$ cat src/rtl/ptlb_pkg.sv
package ptlb_pkg;
  localparam int PERM_W  = 2;
  localparam int PERM_RD = 0;
  localparam int PERM_WR = 1;

  typedef enum logic [1:0] {
    OUT_NONE    = 2'd0,
    OUT_BADADDR = 2'd1,
    OUT_ABSENT  = 2'd2,
    OUT_INSTALL = 2'd3
  } walk_out_e;

  // Outcome of a walk result beat.
  function automatic walk_out_e classify(input logic beat, input logic ok, input logic present);
    if (!beat)        return OUT_NONE;
    else if (!ok)     return OUT_BADADDR;
    else if (!present) return OUT_ABSENT;
    else              return OUT_INSTALL;
  endfunction

  // A write to a page whose write bit is clear is refused.
  function automatic logic write_denied(input logic [PERM_W-1:0] perm, input logic wr);
    return wr && !perm[PERM_WR];
  endfunction
endpackage

$ cat src/rtl/ptlb_store.sv
module ptlb_store #(
  parameter int N     = 8,
  parameter int PID_W = 4,
  parameter int VPN_W = 12,
  parameter int PFN_W = 10,
  parameter int IDX_W = 3
) (
  input  logic                         clk,
  input  logic                         rst_n,
  input  logic                         flush,
  input  logic                         purge,
  input  logic [PID_W-1:0]             purge_pid,
  input  logic [VPN_W-1:0]             purge_vpn,
  input  logic                         ins_en,
  input  logic [IDX_W-1:0]             ins_idx,
  input  logic [PID_W-1:0]             ins_pid,
  input  logic [VPN_W-1:0]             ins_vpn,
  input  logic [PFN_W-1:0]             ins_pfn,
  input  logic [ptlb_pkg::PERM_W-1:0]  ins_perm,
  input  logic [PID_W-1:0]             q_pid,
  input  logic [VPN_W-1:0]             q_vpn,
  output logic [N-1:0]                 hit_vec,
  output logic [N-1:0]                 valid_vec,
  output logic [PFN_W-1:0]             q_pfn,
  output logic [ptlb_pkg::PERM_W-1:0]  q_perm
);
  localparam int PW = ptlb_pkg::PERM_W;
  logic [N-1:0][PFN_W-1:0] pfn_arr;
  logic [N-1:0][PW-1:0]    perm_arr;

  for (genvar e = 0; e < N; e++) begin : g_ent
    logic             v_q;
    logic [PID_W-1:0] pid_q;
    logic [VPN_W-1:0] vpn_q;
    logic [PFN_W-1:0] pfn_q;
    logic [PW-1:0]    perm_q;
    logic             purge_hit, ins_here;

    assign purge_hit = purge && v_q && (pid_q == purge_pid) && (vpn_q == purge_vpn);
    assign ins_here  = ins_en && (ins_idx == IDX_W'(e));

    always_ff @(posedge clk or negedge rst_n) begin
      if (!rst_n)         v_q <= 1'b0;
      else if (flush)     v_q <= 1'b0;
      else if (ins_here)  v_q <= 1'b1;
      else if (purge_hit) v_q <= 1'b0;
    end

    always_ff @(posedge clk) begin
      if (ins_here) begin
        pid_q  <= ins_pid;
        vpn_q  <= ins_vpn;
        pfn_q  <= ins_pfn;
        perm_q <= ins_perm;
      end
    end

    assign hit_vec[e]   = v_q && (pid_q == q_pid) && (vpn_q == q_vpn);
    assign valid_vec[e] = v_q;
    assign pfn_arr[e]   = pfn_q;
    assign perm_arr[e]  = perm_q;
  end

  always_comb begin
    q_pfn  = '0;
    q_perm = '0;
    for (int i = 0; i < N; i++) begin
      q_pfn  = q_pfn  | ({PFN_W{hit_vec[i]}} & pfn_arr[i]);
      q_perm = q_perm | ({PW{hit_vec[i]}}    & perm_arr[i]);
    end
  end
endmodule

$ cat src/rtl/ptlb_victim.sv
module ptlb_victim #(
  parameter int N     = 8,
  parameter int IDX_W = 3
) (
  input  logic             clk,
  input  logic             rst_n,
  input  logic [N-1:0]     valid_vec,
  input  logic             ins_go,
  output logic [IDX_W-1:0] victim
);
  logic             any_free;
  logic [IDX_W-1:0] free_idx, rr_q;

  always_comb begin
    free_idx = '0;
    for (int i = N - 1; i >= 0; i--)
      if (!valid_vec[i]) free_idx = IDX_W'(i);
  end

  assign any_free = ~&valid_vec;
  assign victim   = any_free ? free_idx : rr_q;

  always_ff @(posedge clk or negedge rst_n) begin
    if (!rst_n) rr_q <= '0;
    else if (ins_go && !any_free)
      rr_q <= (rr_q == IDX_W'(N - 1)) ? '0 : rr_q + 1'b1;
  end
endmodule

$ cat src/rtl/ptlb_walkctl.sv
module ptlb_walkctl #(
  parameter int PID_W = 4,
  parameter int VPN_W = 12
) (
  input  logic             clk,
  input  logic             rst_n,
  input  logic             miss_ev,
  input  logic [PID_W-1:0] lk_pid,
  input  logic [VPN_W-1:0] lk_vpn,
  input  logic             wr_valid,
  input  logic             wr_addr_ok,
  input  logic             wr_present,
  output logic             walk_req,
  output logic [PID_W-1:0] walk_pid,
  output logic [VPN_W-1:0] walk_vpn,
  output logic             pending,
  output logic             ins_req,
  output logic             exc_badaddr,
  output logic             fault_absent,
  output logic             retry
);
  import ptlb_pkg::*;
  walk_out_e outc;
  logic      launch;

  assign outc    = classify(wr_valid && pending, wr_addr_ok, wr_present);
  assign launch  = miss_ev && !pending;
  assign ins_req = (outc == OUT_INSTALL);

  always_ff @(posedge clk or negedge rst_n) begin
    if (!rst_n) begin
      walk_req     <= 1'b0;
      walk_pid     <= '0;
      walk_vpn     <= '0;
      pending      <= 1'b0;
      exc_badaddr  <= 1'b0;
      fault_absent <= 1'b0;
      retry        <= 1'b0;
    end else begin
      walk_req     <= launch;
      if (launch) begin
        walk_pid <= lk_pid;
        walk_vpn <= lk_vpn;
      end
      if (launch)                pending <= 1'b1;
      else if (outc != OUT_NONE) pending <= 1'b0;
      exc_badaddr  <= (outc == OUT_BADADDR);
      fault_absent <= (outc == OUT_ABSENT);
      retry        <= (outc == OUT_INSTALL);
    end
  end
endmodule

$ cat src/rtl/ptag_tlb.sv
module ptag_tlb #(
  parameter int N     = 8,
  parameter int PID_W = 4,
  parameter int VPN_W = 12,
  parameter int PFN_W = 10
) (
  input  logic                        clk,
  input  logic                        rst_n,
  input  logic                        lk_valid,
  input  logic [PID_W-1:0]            lk_pid,
  input  logic [VPN_W-1:0]            lk_vpn,
  input  logic                        lk_write,
  output logic                        rsp_valid,
  output logic                        rsp_hit,
  output logic                        rsp_prot,
  output logic [PFN_W-1:0]            rsp_pfn,
  output logic [ptlb_pkg::PERM_W-1:0] rsp_perm,
  output logic                        walk_req,
  output logic [PID_W-1:0]            walk_pid,
  output logic [VPN_W-1:0]            walk_vpn,
  input  logic                        wr_valid,
  input  logic                        wr_addr_ok,
  input  logic                        wr_present,
  input  logic [PFN_W-1:0]            wr_pfn,
  input  logic [ptlb_pkg::PERM_W-1:0] wr_perm,
  output logic                        exc_badaddr,
  output logic                        fault_absent,
  output logic                        retry,
  input  logic                        flush,
  input  logic                        purge,
  input  logic [PID_W-1:0]            purge_pid,
  input  logic [VPN_W-1:0]            purge_vpn
);
  import ptlb_pkg::*;
  localparam int IDX_W = (N > 1) ? $clog2(N) : 1;

  logic [N-1:0]      hit_vec, valid_vec;
  logic [PFN_W-1:0]  q_pfn;
  logic [PERM_W-1:0] q_perm;
  logic              hit_any, denied, lk_hit_ok, lk_prot_ev, miss_ev;
  logic              ins_req, ins_go, pending;
  logic [IDX_W-1:0]  victim;

  assign hit_any    = |hit_vec;
  assign denied     = write_denied(q_perm, lk_write);
  assign lk_hit_ok  = lk_valid && hit_any && !denied;
  assign lk_prot_ev = lk_valid && hit_any && denied;
  assign miss_ev    = lk_valid && !hit_any;
  assign ins_go     = ins_req && !flush;

  ptlb_store #(.N(N), .PID_W(PID_W), .VPN_W(VPN_W), .PFN_W(PFN_W), .IDX_W(IDX_W)) u_store (
    .clk(clk), .rst_n(rst_n), .flush(flush), .purge(purge),
    .purge_pid(purge_pid), .purge_vpn(purge_vpn),
    .ins_en(ins_go), .ins_idx(victim), .ins_pid(walk_pid), .ins_vpn(walk_vpn),
    .ins_pfn(wr_pfn), .ins_perm(wr_perm),
    .q_pid(lk_pid), .q_vpn(lk_vpn),
    .hit_vec(hit_vec), .valid_vec(valid_vec), .q_pfn(q_pfn), .q_perm(q_perm)
  );

  ptlb_victim #(.N(N), .IDX_W(IDX_W)) u_victim (
    .clk(clk), .rst_n(rst_n), .valid_vec(valid_vec), .ins_go(ins_go), .victim(victim)
  );

  ptlb_walkctl #(.PID_W(PID_W), .VPN_W(VPN_W)) u_walk (
    .clk(clk), .rst_n(rst_n), .miss_ev(miss_ev), .lk_pid(lk_pid), .lk_vpn(lk_vpn),
    .wr_valid(wr_valid), .wr_addr_ok(wr_addr_ok), .wr_present(wr_present),
    .walk_req(walk_req), .walk_pid(walk_pid), .walk_vpn(walk_vpn), .pending(pending),
    .ins_req(ins_req), .exc_badaddr(exc_badaddr), .fault_absent(fault_absent), .retry(retry)
  );

  always_ff @(posedge clk or negedge rst_n) begin
    if (!rst_n) begin
      rsp_valid <= 1'b0;
      rsp_hit   <= 1'b0;
      rsp_prot  <= 1'b0;
      rsp_pfn   <= '0;
      rsp_perm  <= '0;
    end else begin
      rsp_valid <= lk_valid;
      rsp_hit   <= lk_hit_ok;
      rsp_prot  <= lk_prot_ev;
      rsp_pfn   <= lk_hit_ok ? q_pfn : '0;
      rsp_perm  <= lk_hit_ok ? q_perm : '0;
    end
  end
endmodule

$ cat config.mk
export PLATFORM = sky130hd
export DESIGN_NAME = ptag_tlb
export DESIGN_NICKNAME = d
export VERILOG_FILES = /design/src/rtl/ptlb_pkg.sv /design/src/rtl/ptlb_store.sv /design/src/rtl/ptlb_victim.sv /design/src/rtl/ptlb_walkctl.sv /design/src/rtl/ptag_tlb.sv
export SDC_FILE = /design/constraint.sdc
export NUM_CORES = 1
export LEC_CHECK = 0
export BUFFER_PORTS_ARGS = -buffer_cell sky130_fd_sc_hd__buf_2
export CAP_MARGIN = 25
export CORE_UTILIZATION = 55
export CTS_CLUSTER_DIAMETER = 100
export CTS_CLUSTER_SIZE = 28
export DETAILED_ROUTE_END_ITERATION = 10
export PLACE_DENSITY_LB_ADDON = 0.08
export SYNTH_ARGS = -nofsm -noshare
export SYNTH_HDL_FRONTEND = slang
export SYNTH_SLANG_ARGS = --single-unit
$ cat constraint.sdc
create_clock -name clk -period 11.41 [get_ports clk]
set_input_delay 0.5705 -clock clk [delete_from_list [all_inputs] [get_ports clk]]
set_output_delay 0.5705 -clock clk [all_outputs]
set_load 0.02 [all_outputs]
==> metrics.txt <==
status completed; post-route setup TNS 0 ps; cell taking the most area after synthesis edfxtp_1; net switching power 451.4 uW; # DRC 0; Tmin final 3249 ps; combinational power share 8.6%; Yosys cell types 50; Routed Antenna Nets 0; Starting Density 56.21%; worst hold margin 192.7 ps; Min-Delay Path Class in2async; cell row count 54; Finished Cell Area 0.01339 mm2; cell count after synthesis 843; clock sink count 271; relative max-transition margin 41.31%; Arr. time, crit path 3690 ps; Synth top area share 54.66%; WS Path Type reg2reg; CP Capture Type register; Clock transition at path regs 120 ps; CTS resizes 0; share of the yosys chip area belonging to registers 64.22%; top_reg_cell synth edfxtp_1; Area after DPL 0.01302 mm2; Post-synth EDFFs 224; IO buf count 87; Syn Area/Cell 14.60 um2; total gr overflow 0; Max clock buf depth 3; area delta synth->final 8.795%; CTS Buf Count 13; sequential share of power 62.8%; dpl cells 1180; Die Y 151.6 um; Lkg Pwr 0.004433 uW; Synth area leaders edfxtp_1, xnor2_1, dfrtp_1; Worst Reg-to-Reg Cells 7; initial antenna violation count 2; hpwl dp 24.15 mm; CTS tree yes; root buffer cell clkbuf_16; switching share of power 24.50%; fraction of layout cells with a size suffix above 1 16.49%; TritonRoute pass-1 iters 5; Skew-Pair Late Insertion Delay 510 ps; H-tree depth 1; Final setup viols 0; First DRT Iteration DRCs 691; die area 0.02298 mm2; Vias/cell 6.089; Clock Skew 36.46 ps; Max-Cap Viols 0; # diodes 0; nets@finish 970; ys async rst share 17.34%; Power Density 137.6 mW/mm2; post-route clock period utilization 28.47%; first-pass GRT wire length 47.70 mm; I/O pins 88; fmax 0.3078 GHz; maximum VDD drop 0.0001181 V; CTS Hold Bufs 0; Global Route Usage Sum 30.11%; routability-driven placement congestion ratio 0.9293; # fillers 1749; Syn Nets 898; RSZ-0062 raised after global routing no; chip width 151.6 um; Vias 7319; wire length per cell 28.08 um; #FFs+latches synth 271; Netlist Area Pre-Place 0.01231 mm2; post-CTS setup buffers 0; final hold vios 0; final std cells w/o fill 1202; Clk pwr share 28.6%; Cell Int Power 1391 uW; commonest non-fill, non-tap cells in the layout edfxtp_1, xnor2_1, buf_2, nand4_1, dfrtp_1; Max Slew Vio Count 0; core box area 0.02189 mm2; Routed WL 33.76 mm; critical path required time 11850 ps; number of global-route vias before repair 7014; most common cell after layout, fill and taps aside edfxtp_1; CP Launch Type register; actual slew at the worst max-slew pin 879.4 ps; crit path max fanout 12; largest net degree at the start of global routing 48; Yosys warning count 0; reg-to-reg slack, setup 8160 ps
[registers in the layout, summed over array words and instances, names as in the netlist, 2 cells and up]
register              count
rsp_perm                  2
rsp_pfn                  10
u_store.g_ent.perm_q     16
u_store.g_ent.pfn_q      80
u_store.g_ent.pid_q      32
u_store.g_ent.v_q         8
u_store.g_ent.vpn_q      96
u_victim.rr_q             3
u_walk.walk_pid           4
u_walk.walk_vpn          12
[worst max-delay path, stage by stage, from the launching register on]
cell      delay (ps)
edfxtp_1         500
xnor2_1          210
nand4_1          290
nor4_1           460
and2_1           650
nor4_4           170
a221oi_4         670
o21a_1           220
[layer usage]
| layer | up-vias | share of wire [%] | track usage, % |
|---|---|---|---|
| li1 | 3229 | - | - |
| met1 | 3760 | 45 | 45.38 |
| met5 | - | 0.068 | 0 |
| met3 | 32 | 8.0 | 5.749 |
| met4 | 4 | 1.7 | 6.188 |
| met2 | 294 | 45 | 45.50 |
[final cells by class]
cell class                      instances  area, um2  share of cell area [%]
Sequential cell                       271       7903                   59.03
Multi-Input combinational cell        517       4144                   30.95
Timing Repair Buffer                  101      578.1                   4.318
Clock buffer                           20      351.6                   2.626
Tap cell                              280      350.3                   2.617
Inverter                               11      41.29                  0.3084
Clock inverter                          2      20.02                  0.1495
[power groups by stage]
stage               Combinational, uW  Sequential, uW  Clock [uW]
global placement                  157            1180           0
CTS                               159            1160         536
finish                            159            1160         527
detailed placement                158            1180           0
floorplan                        83.3            1180           0
global route                      168            1160         566
[through the flow]
step | setup WS (ps) | util (%) | power, uW
2_1_floorplan | 7727 | - | 1259
3_3_place_gp | 7836 | 59.19 | 1332
3_5_place_dp | 7818 | 59.46 | 1336
4_1_cts | 8156 | 61.16 | 1851
5_1_grt | 8015 | 61.16 | 1896
6_report | 8161 | 61.16 | 1842
[logic make-up (layout without fill, tap and decap cells)]
kind of cell,after synthesis,count (layout),synth area share [%]
fa+ha+maj,2,2,0.2033
flops,271,271,64.22
compound gates,81,81,5.196
mux,19,19,1.739
simple gates,162,162,8.043
xor+xnor,253,253,18.13
buf+inv,55,134,2.471
[synthesized netlist by cell type (all sizes together), types with 2 or more instances]
cell / count
edfxtp: 224
xnor2: 213
nand4: 48
dfrtp: 47
a22oi: 44
xor2: 40
nand2: 37
clkbuf: 27
nand3: 22
nor4: 22
mux2: 19
buf: 17
inv: 11
o21a: 11
nor2: 10
nor3: 8
o21ai: 7
and2: 4
nor4b: 4
a211oi: 2
a31o: 2
ha: 2
nand2b: 2
o32ai: 2
or4: 2
[final timing paths]
kind	from	to
min in group clk	wr_present	u_walk.fault_absent
setup / recovery	u_store.g_ent[7].vpn_q[2]	rsp_pfn[3]
max in group asynchronous	rst_n	rsp_pfn[8]
setup reg to reg	u_store.g_ent[7].vpn_q[2]	rsp_pfn[3]
hold / removal	rst_n	u_walk.walk_pid[3]
hold reg to reg	u_walk.pending	u_walk.exc_badaddr
(Power assumes the default switching activity.)
